`src/rtl/flow_pkg.sv`:
```
package flow_pkg;

  localparam int BYTE_W = 8;
  localparam int WORD_W = 2 * BYTE_W;

  typedef logic [BYTE_W-1:0] byte_t;
  typedef logic [WORD_W-1:0] word_t;

  typedef enum logic [2:0] {
    OP_JABS = 3'd0,
    OP_JREL = 3'd1,
    OP_CALL = 3'd2,
    OP_RET  = 3'd3,
    OP_RETI = 3'd4,
    OP_JHL  = 3'd5
  } flow_op_e;

  typedef enum logic [2:0] {
    CC_ALWAYS = 3'd0,
    CC_CSET   = 3'd1,
    CC_ZSET   = 3'd2,
    CC_CCLR   = 3'd3,
    CC_ZCLR   = 3'd4
  } flow_cc_e;

  typedef enum logic [3:0] {
    ST_IDLE,
    ST_OPLO,
    ST_OPHI,
    ST_PUSHLO,
    ST_PUSHHI,
    ST_POPLO,
    ST_POPHI,
    ST_STALL,
    ST_SKIP
  } flow_st_e;

  // Condition evaluation; reserved codes never pass.
  function automatic logic cond_met(logic [2:0] cc, logic z, logic c);
    case (cc)
      CC_ALWAYS: return 1'b1;
      CC_CSET:   return c;
      CC_ZSET:   return z;
      CC_CCLR:   return !c;
      CC_ZCLR:   return !z;
      default:   return 1'b0;
    endcase
  endfunction

  // Address of the instruction following the current one.
  function automatic word_t fall_through(flow_op_e op, word_t pc);
    case (op)
      OP_JABS, OP_CALL: return pc + word_t'(3);
      OP_JREL:          return pc + word_t'(2);
      default:          return pc + word_t'(1);
    endcase
  endfunction

  // Relative target: offset is measured from the byte after the operand.
  function automatic word_t rel_target(word_t pc, byte_t off);
    return pc + word_t'(2) + {{BYTE_W{off[BYTE_W-1]}}, off};
  endfunction

  function automatic word_t join_bytes(byte_t hi, byte_t lo);
    return {hi, lo};
  endfunction

endpackage

```
`src/rtl/flow_cond.sv`:
```
module flow_cond
  import flow_pkg::*;
(
  input  flow_op_e   op,
  input  logic [2:0] cc,
  input  logic       flag_z,
  input  logic       flag_c,
  output logic       taken
);

  // Return-from-interrupt and jump-through-HL are unconditional.
  always_comb begin
    if (op == OP_RETI || op == OP_JHL) taken = 1'b1;
    else                               taken = cond_met(cc, flag_z, flag_c);
  end

endmodule

```
`src/rtl/flow_fsm.sv`:
```
module flow_fsm
  import flow_pkg::*;
(
  input  logic     clk,
  input  logic     rst_n,
  input  logic     start,
  input  flow_op_e op,
  input  logic     taken,
  output flow_st_e state,
  output flow_op_e op_q,
  output logic     taken_q,
  output logic     accept,
  output logic     finish,
  output logic     busy
);

  flow_st_e state_q, state_d;

  assign accept = start && (state_q == ST_IDLE);
  assign busy   = (state_q != ST_IDLE);
  assign state  = state_q;

  always_comb begin
    state_d = state_q;
    finish  = 1'b0;
    case (state_q)
      ST_IDLE: begin
        if (accept) begin
          case (op)
            OP_JABS, OP_JREL: state_d = ST_OPLO;
            OP_CALL:          state_d = taken ? ST_PUSHLO : ST_OPLO;
            OP_RET, OP_RETI:  state_d = taken ? ST_POPLO : ST_SKIP;
            default:          state_d = ST_SKIP;
          endcase
        end
      end
      ST_OPLO: begin
        if (op_q == OP_JREL) begin
          if (taken_q) state_d = ST_STALL;
          else begin
            state_d = ST_IDLE;
            finish  = 1'b1;
          end
        end else begin
          state_d = ST_OPHI;
        end
      end
      ST_OPHI: begin
        if (taken_q) state_d = ST_STALL;
        else begin
          state_d = ST_IDLE;
          finish  = 1'b1;
        end
      end
      ST_PUSHLO: state_d = ST_PUSHHI;
      ST_PUSHHI: state_d = ST_OPLO;
      ST_POPLO:  state_d = ST_POPHI;
      ST_POPHI:  state_d = ST_STALL;
      ST_STALL, ST_SKIP: begin
        state_d = ST_IDLE;
        finish  = 1'b1;
      end
      default: state_d = ST_IDLE;
    endcase
  end

  always_ff @(posedge clk) begin
    if (!rst_n) begin
      state_q <= ST_IDLE;
      op_q    <= OP_JABS;
      taken_q <= 1'b0;
    end else begin
      state_q <= state_d;
      if (accept) begin
        op_q    <= op;
        taken_q <= taken;
      end
    end
  end

endmodule

```
`src/rtl/flow_dp.sv`:
```
module flow_dp
  import flow_pkg::*;
(
  input  logic     clk,
  input  logic     rst_n,
  input  logic     accept,
  input  logic     finish,
  input  flow_st_e state,
  input  flow_op_e op_q,
  input  logic     taken_q,
  input  word_t    pc_in,
  input  word_t    sp_in,
  input  word_t    hl_in,
  input  byte_t    rdata,
  output word_t    addr,
  output byte_t    wdata,
  output logic     rd_en,
  output logic     wr_en,
  output word_t    pc_out,
  output word_t    sp_out,
  output logic     done,
  output logic     int_en
);

  word_t pc_q, sp_q, hl_q;
  byte_t lo_q, hi_q;
  word_t ret_addr, pc_res, sp_res;

  assign ret_addr = fall_through(OP_CALL, pc_q);

  // Bus drive per state.
  always_comb begin
    addr  = '0;
    wdata = '0;
    rd_en = 1'b0;
    wr_en = 1'b0;
    case (state)
      ST_OPLO:   begin rd_en = 1'b1; addr = pc_q + word_t'(1); end
      ST_OPHI:   begin rd_en = 1'b1; addr = pc_q + word_t'(2); end
      ST_PUSHLO: begin wr_en = 1'b1; addr = sp_q - word_t'(2); wdata = ret_addr[BYTE_W-1:0]; end
      ST_PUSHHI: begin wr_en = 1'b1; addr = sp_q - word_t'(1); wdata = ret_addr[WORD_W-1:BYTE_W]; end
      ST_POPLO:  begin rd_en = 1'b1; addr = sp_q; end
      ST_POPHI:  begin rd_en = 1'b1; addr = sp_q + word_t'(1); end
      default: ;
    endcase
  end

  // Result selection.
  always_comb begin
    pc_res = fall_through(op_q, pc_q);
    sp_res = sp_q;
    if (taken_q) begin
      case (op_q)
        OP_JABS: pc_res = join_bytes(hi_q, lo_q);
        OP_JREL: pc_res = rel_target(pc_q, lo_q);
        OP_CALL: begin
          pc_res = join_bytes(hi_q, lo_q);
          sp_res = sp_q - word_t'(2);
        end
        OP_RET, OP_RETI: begin
          pc_res = join_bytes(hi_q, lo_q);
          sp_res = sp_q + word_t'(2);
        end
        OP_JHL:  pc_res = hl_q;
        default: ;
      endcase
    end
  end

  always_ff @(posedge clk) begin
    if (!rst_n) begin
      pc_q   <= '0;
      sp_q   <= '0;
      hl_q   <= '0;
      lo_q   <= '0;
      hi_q   <= '0;
      pc_out <= '0;
      sp_out <= '0;
      done   <= 1'b0;
      int_en <= 1'b0;
    end else begin
      if (accept) begin
        pc_q <= pc_in;
        sp_q <= sp_in;
        hl_q <= hl_in;
      end
      if (state == ST_OPLO || state == ST_POPLO) lo_q <= rdata;
      if (state == ST_OPHI || state == ST_POPHI) hi_q <= rdata;
      done   <= finish;
      int_en <= finish && (op_q == OP_RETI);
      if (finish) begin
        pc_out <= pc_res;
        sp_out <= sp_res;
      end
    end
  end

endmodule

```
`src/rtl/flow_seq.sv`:
```
module flow_seq
  import flow_pkg::*;
(
  input  logic        clk,
  input  logic        rst_n,
  input  logic        start,
  input  logic [2:0]  op,
  input  logic [2:0]  cc,
  input  logic        flag_z,
  input  logic        flag_c,
  input  logic [15:0] pc_in,
  input  logic [15:0] sp_in,
  input  logic [15:0] hl_in,
  input  logic [7:0]  rdata,
  output logic [15:0] addr,
  output logic [7:0]  wdata,
  output logic        rd_en,
  output logic        wr_en,
  output logic        busy,
  output logic        done,
  output logic [15:0] pc_out,
  output logic [15:0] sp_out,
  output logic        int_en
);

  flow_op_e op_in;
  flow_op_e op_q;
  flow_st_e state;
  logic     ev_taken;
  logic     ev_accept;
  logic     ev_finish;
  logic     taken_q;

  assign op_in = flow_op_e'(op);

  flow_cond u_cond (
    .op     (op_in),
    .cc     (cc),
    .flag_z (flag_z),
    .flag_c (flag_c),
    .taken  (ev_taken)
  );

  flow_fsm u_fsm (
    .clk     (clk),
    .rst_n   (rst_n),
    .start   (start),
    .op      (op_in),
    .taken   (ev_taken),
    .state   (state),
    .op_q    (op_q),
    .taken_q (taken_q),
    .accept  (ev_accept),
    .finish  (ev_finish),
    .busy    (busy)
  );

  flow_dp u_dp (
    .clk     (clk),
    .rst_n   (rst_n),
    .accept  (ev_accept),
    .finish  (ev_finish),
    .state   (state),
    .op_q    (op_q),
    .taken_q (taken_q),
    .pc_in   (pc_in),
    .sp_in   (sp_in),
    .hl_in   (hl_in),
    .rdata   (rdata),
    .addr    (addr),
    .wdata   (wdata),
    .rd_en   (rd_en),
    .wr_en   (wr_en),
    .pc_out  (pc_out),
    .sp_out  (sp_out),
    .done    (done),
    .int_en  (int_en)
  );

endmodule

```
`config.mk`:
```
export PLATFORM = sky130hd
export DESIGN_NAME = flow_seq
export DESIGN_NICKNAME = d
export VERILOG_FILES = /design/src/rtl/flow_pkg.sv /design/src/rtl/flow_cond.sv /design/src/rtl/flow_fsm.sv /design/src/rtl/flow_dp.sv /design/src/rtl/flow_seq.sv
export SDC_FILE = /design/constraint.sdc
export NUM_CORES = 1
export LEC_CHECK = 0
export BUFFER_PORTS_ARGS = -buffer_cell sky130_fd_sc_hd__buf_2
export CORE_MARGIN = 5
export CORE_UTILIZATION = 59
export DETAILED_ROUTE_END_ITERATION = 16
export PLACE_DENSITY = 0.79
export SETUP_SLACK_MARGIN = 0.2
export SLEW_MARGIN = 20
export SYNTH_ARGS = -nofsm -noshare
export SYNTH_HDL_FRONTEND = slang
export SYNTH_SLANG_ARGS = --single-unit
```
`constraint.sdc`:
```
create_clock -name clk -period 4.8 [get_ports clk]
set_input_delay 0.96 -clock clk [delete_from_list [all_inputs] [get_ports clk]]
set_output_delay 0.96 -clock clk [all_outputs]
set_load 0.03 [all_outputs]
```
==> flow_metrics.env <==
export IMPL_status="completed"
export IMPL_fmax_ghz=0.224
export IMPL_vias_per_cell=6.48
export IMPL_r2r_end="u_dp.pc_out[15]$_SDFFE_PN0P_"
export IMPL_clk_latency_ns=0.36
export IMPL_final_cells=1430
export IMPL_synth_simple_area_share_pct=23.3
export IMPL_synthTopCellsByArea="dfxtp_1, nand2_1, ha_1"
export IMPL_fin_area_um2=9590
export IMPL_cts_tree="done"
export IMPL_timing_rr_start="u_dp.pc_q[1]$_SDFFE_PN0P_"
export IMPL_critPathRequiredTime_ns=3.84
export IMPL_netlist_instances=1174
export IMPL_most_common_layout_cells="nand2_1, buf_2, dfxtp_1"
export IMPL_yosys_area_top_type_share_pct=24.7
export IMPL_ios=128
export IMPL_finalCritPeriodShare_pct=92.8
export IMPL_dp_hpwl_um=21800
export IMPL_via_count=9260
export IMPL_syn_num_nets=1280
export IMPL_hold_viol_final=0
export IMPL_antenna_found_initial=0
export IMPL_gr_total_overflow=0
export IMPL_fillers=1321
export IMPL_min_path_cells=2
export IMPL_final_core_util_pct=66.5
export IMPL_synth_top_family_by_area="compound AO/OA/AOI/OAI gates"
export IMPL_h_tree_depth=3
export IMPL_crit_family="simple AND/OR/NAND/NOR gates"
export IMPL_hold_path_class="reg -> reg"
export IMPL_synth_top_area_cell="dfxtp_1"
export IMPL_area_growth_pct=11.7
export IMPL_rsz0062_at_grt="false"
export IMPL_totalPowerFinal_mw=2.74
export IMPL_clock_sinks=106
export IMPL_setup_tns_ns=0
export IMPL_path_class="reg -> out"
export IMPL_tightest_slew_ns=1.06
export IMPL_cts_buffer_depth=2
export IMPL_drt_iter0_markers=1259
export IMPL_crit_buf_inv=2
export IMPL_clk_pin_slew_ns=0.07
export IMPL_worstPathCellList="inv_1, ha_1, or3b_2, or2_1, or4_4, xnor2_2, a221o_1, a311o_1, buf_2"
export IMPL_peakVddDrop_v=0.000187
export IMPL_grtUsageTotal_pct=33.2
export IMPL_grt_max_degree=55
export IMPL_gp_congestion=1.04
export IMPL_die_area_um2=17100
export IMPL_die_h_um=131
export IMPL_route_detailed_wl_per_inst_um=20.2
export IMPL_dp_slack_ns=0.390
export IMPL_routed_wirelength_um=28900
export IMPL_cts_buffers=9
export IMPL_timing_reg2reg_setup_slack_ns=0.91
export IMPL_synth_distinct_cells=73
export IMPL_max_cap_violations=0
export IMPL_synth_warnings=0
export IMPL_finalClockSkew_ns=0.00903
export IMPL_io_buffers=127
export IMPL_route_antenna_remaining_nets=0
export IMPL_dpl_cell_area_um2=9250
export IMPL_crit_fanout=6
export IMPL_slowest_delay_ns=0.56
export IMPL_post_cts_buffers=0
export IMPL_slew_headroom_pct=29.5
export IMPL_holdWs_ns=0.464
export IMPL_die_width_um=131
export IMPL_diodes=0
export IMPL_final_common_cell="nand2_1"
export IMPL_power_leakage_nw=4.03
export IMPL_crit_start="u_dp.sp_q[1]$_SDFFE_PN0P_"
export IMPL_setup_violations=0
export IMPL_endpoint_kind="primary output"
export IMPL_synthMuxAreaShare_pct=2.83
export IMPL_first_pass_iters=8
export IMPL_core_area_um2=14400
export IMPL_start_util_pct=59.5
export IMPL_async_flop_share_pct=0
export IMPL_powerDensity_nw_per_um2=286
export IMPL_layout_nets=1347
export IMPL_rows=44
export IMPL_synth_area_um2=8580
export IMPL_grt_pass1_wl_um=44700
export IMPL_drive_gt1_share_pct=15.7
export IMPL_synth_compound_area_share_pct=30.6
export IMPL_crit_path_start_kind="register"
export IMPL_final_min_clock_period_ns=4.45
export IMPL_min_from="u_dp.pc_out[1]$_SDFFE_PN0P_"
export IMPL_synthAdderAreaFrac_pct=5.86
export IMPL_crit_slowest_cell="or4_4"
export IMPL_synth_edf_count=0
export IMPL_reg2regPathDepth=13
export IMPL_grt_pass1_vias=8129
export IMPL_placed_cells=1414
export IMPL_synth_flop_cell="dfxtp_1"
export IMPL_ys_seq_area_share_pct=24.7
export IMPL_cts_root_buf="clkbuf_16"
export IMPL_slew_viol_final=0
export IMPL_holdPathEnd="u_dp.pc_out[1]$_SDFFE_PN0P_"
export IMPL_fin_ws_ns=0.346
export IMPL_synth_xor_area_share_pct=7.13
export IMPL_ys_ff_latch=106
export IMPL_drc_errors=0
export IMPL_arrival_ns=3.49
export IMPL_syn_avg_cell_area_um2=7.31
==> registers in the layout, indices dropped and copies added, names as in the netlist <==
| name | flops |
|---|---|
| u_dp.sp_out | 16 |
| u_dp.pc_q | 16 |
| u_dp.sp_q | 16 |
| u_dp.lo_q | 8 |
| u_fsm.op_q | 3 |
| u_dp.hi_q | 8 |
| u_dp.int_en | 1 |
| u_dp.done | 1 |
| u_fsm.state | 4 |
| u_dp.pc_out | 16 |
| u_fsm.taken_q | 1 |
| u_dp.hl_q | 16 |
==> tightest hold or removal path, stage by stage (launching register included) <==
cell      delay [ns]
dfxtp_1         0.31
nand2_1         0.05
a21boi_0        0.06
==> worst max-delay path by stage <==
stage	end	slack (ns)	depth (start not counted)
3_5_place_dp	addr[12]	0.39	12
2_1_floorplan	addr[13]	0.30	12
4_1_cts	addr[15]	0.27	12
6_report	addr[15]	0.35	9
3_3_place_gp	addr[12]	0.45	12
5_1_grt	addr[15]	0.20	13
==> final cells by class <==
type	count	area [µm²]	area share, %
flip-flops and latches	106	2130	22.2
repair buffers	153	831	8.67
inverters	21	78.8	0.822
clock inverters	7	88.8	0.927
multi-input cells	950	6000	62.6
well taps	184	230	2.40
clock buffers	9	225	2.35
==> cell families after synthesis <==
logic type,count (synthesis)
adders and majority gates,39
xor gates and xnor gates,69
muxes,24
AOI/OAI and AO/OA,387
and+or+nand+nor,431
buffers and inverters,118
DFF,106
==> cells in the mapped netlist (10+ instances only) <==
cell        n
nand4_1    10
dfxtp_1   106
and3_1     12
a21o_1     19
a31oi_1    11
nand2b_1   10
xor2_1     31
a211oi_1   16
inv_1      21
ha_1       37
nor2b_1    31
buf_2      14
nor3_1     21
o21ai_0    81
or3_1      14
xnor2_1    37
mux2i_1    22
nor2_1     95
o22ai_1    18
o211ai_1   14
clkbuf_1   72
nand2_1   181
a221oi_1   18
nand3_1    25
a21oi_1    66
a21boi_0   58
==> what timing repair did <==
item | CTS | global route
gates resized for setup | 3 | 3
pin swaps | 0 | 1
hold buffers | 0 | 0
endpoints found under the setup margin | 5 | 4
==> layer usage <==
metal  global-route usage (%)  part of all wire [%]
met1                     50.3                    44
met2                     46.6                    41
met4                     11.1                   3.1
met5                        0                     0
met3                     6.83                    12
==> power breakdown <==
group | internal (mW) | switching [mW] | total, mW
combinational | 0.329 | 0.573 | 0.902
sequential | 0.945 | 0.114 | 1.06
clock | 0.415 | 0.369 | 0.784
No activity file was read; power rests on OpenSTA's default activity.
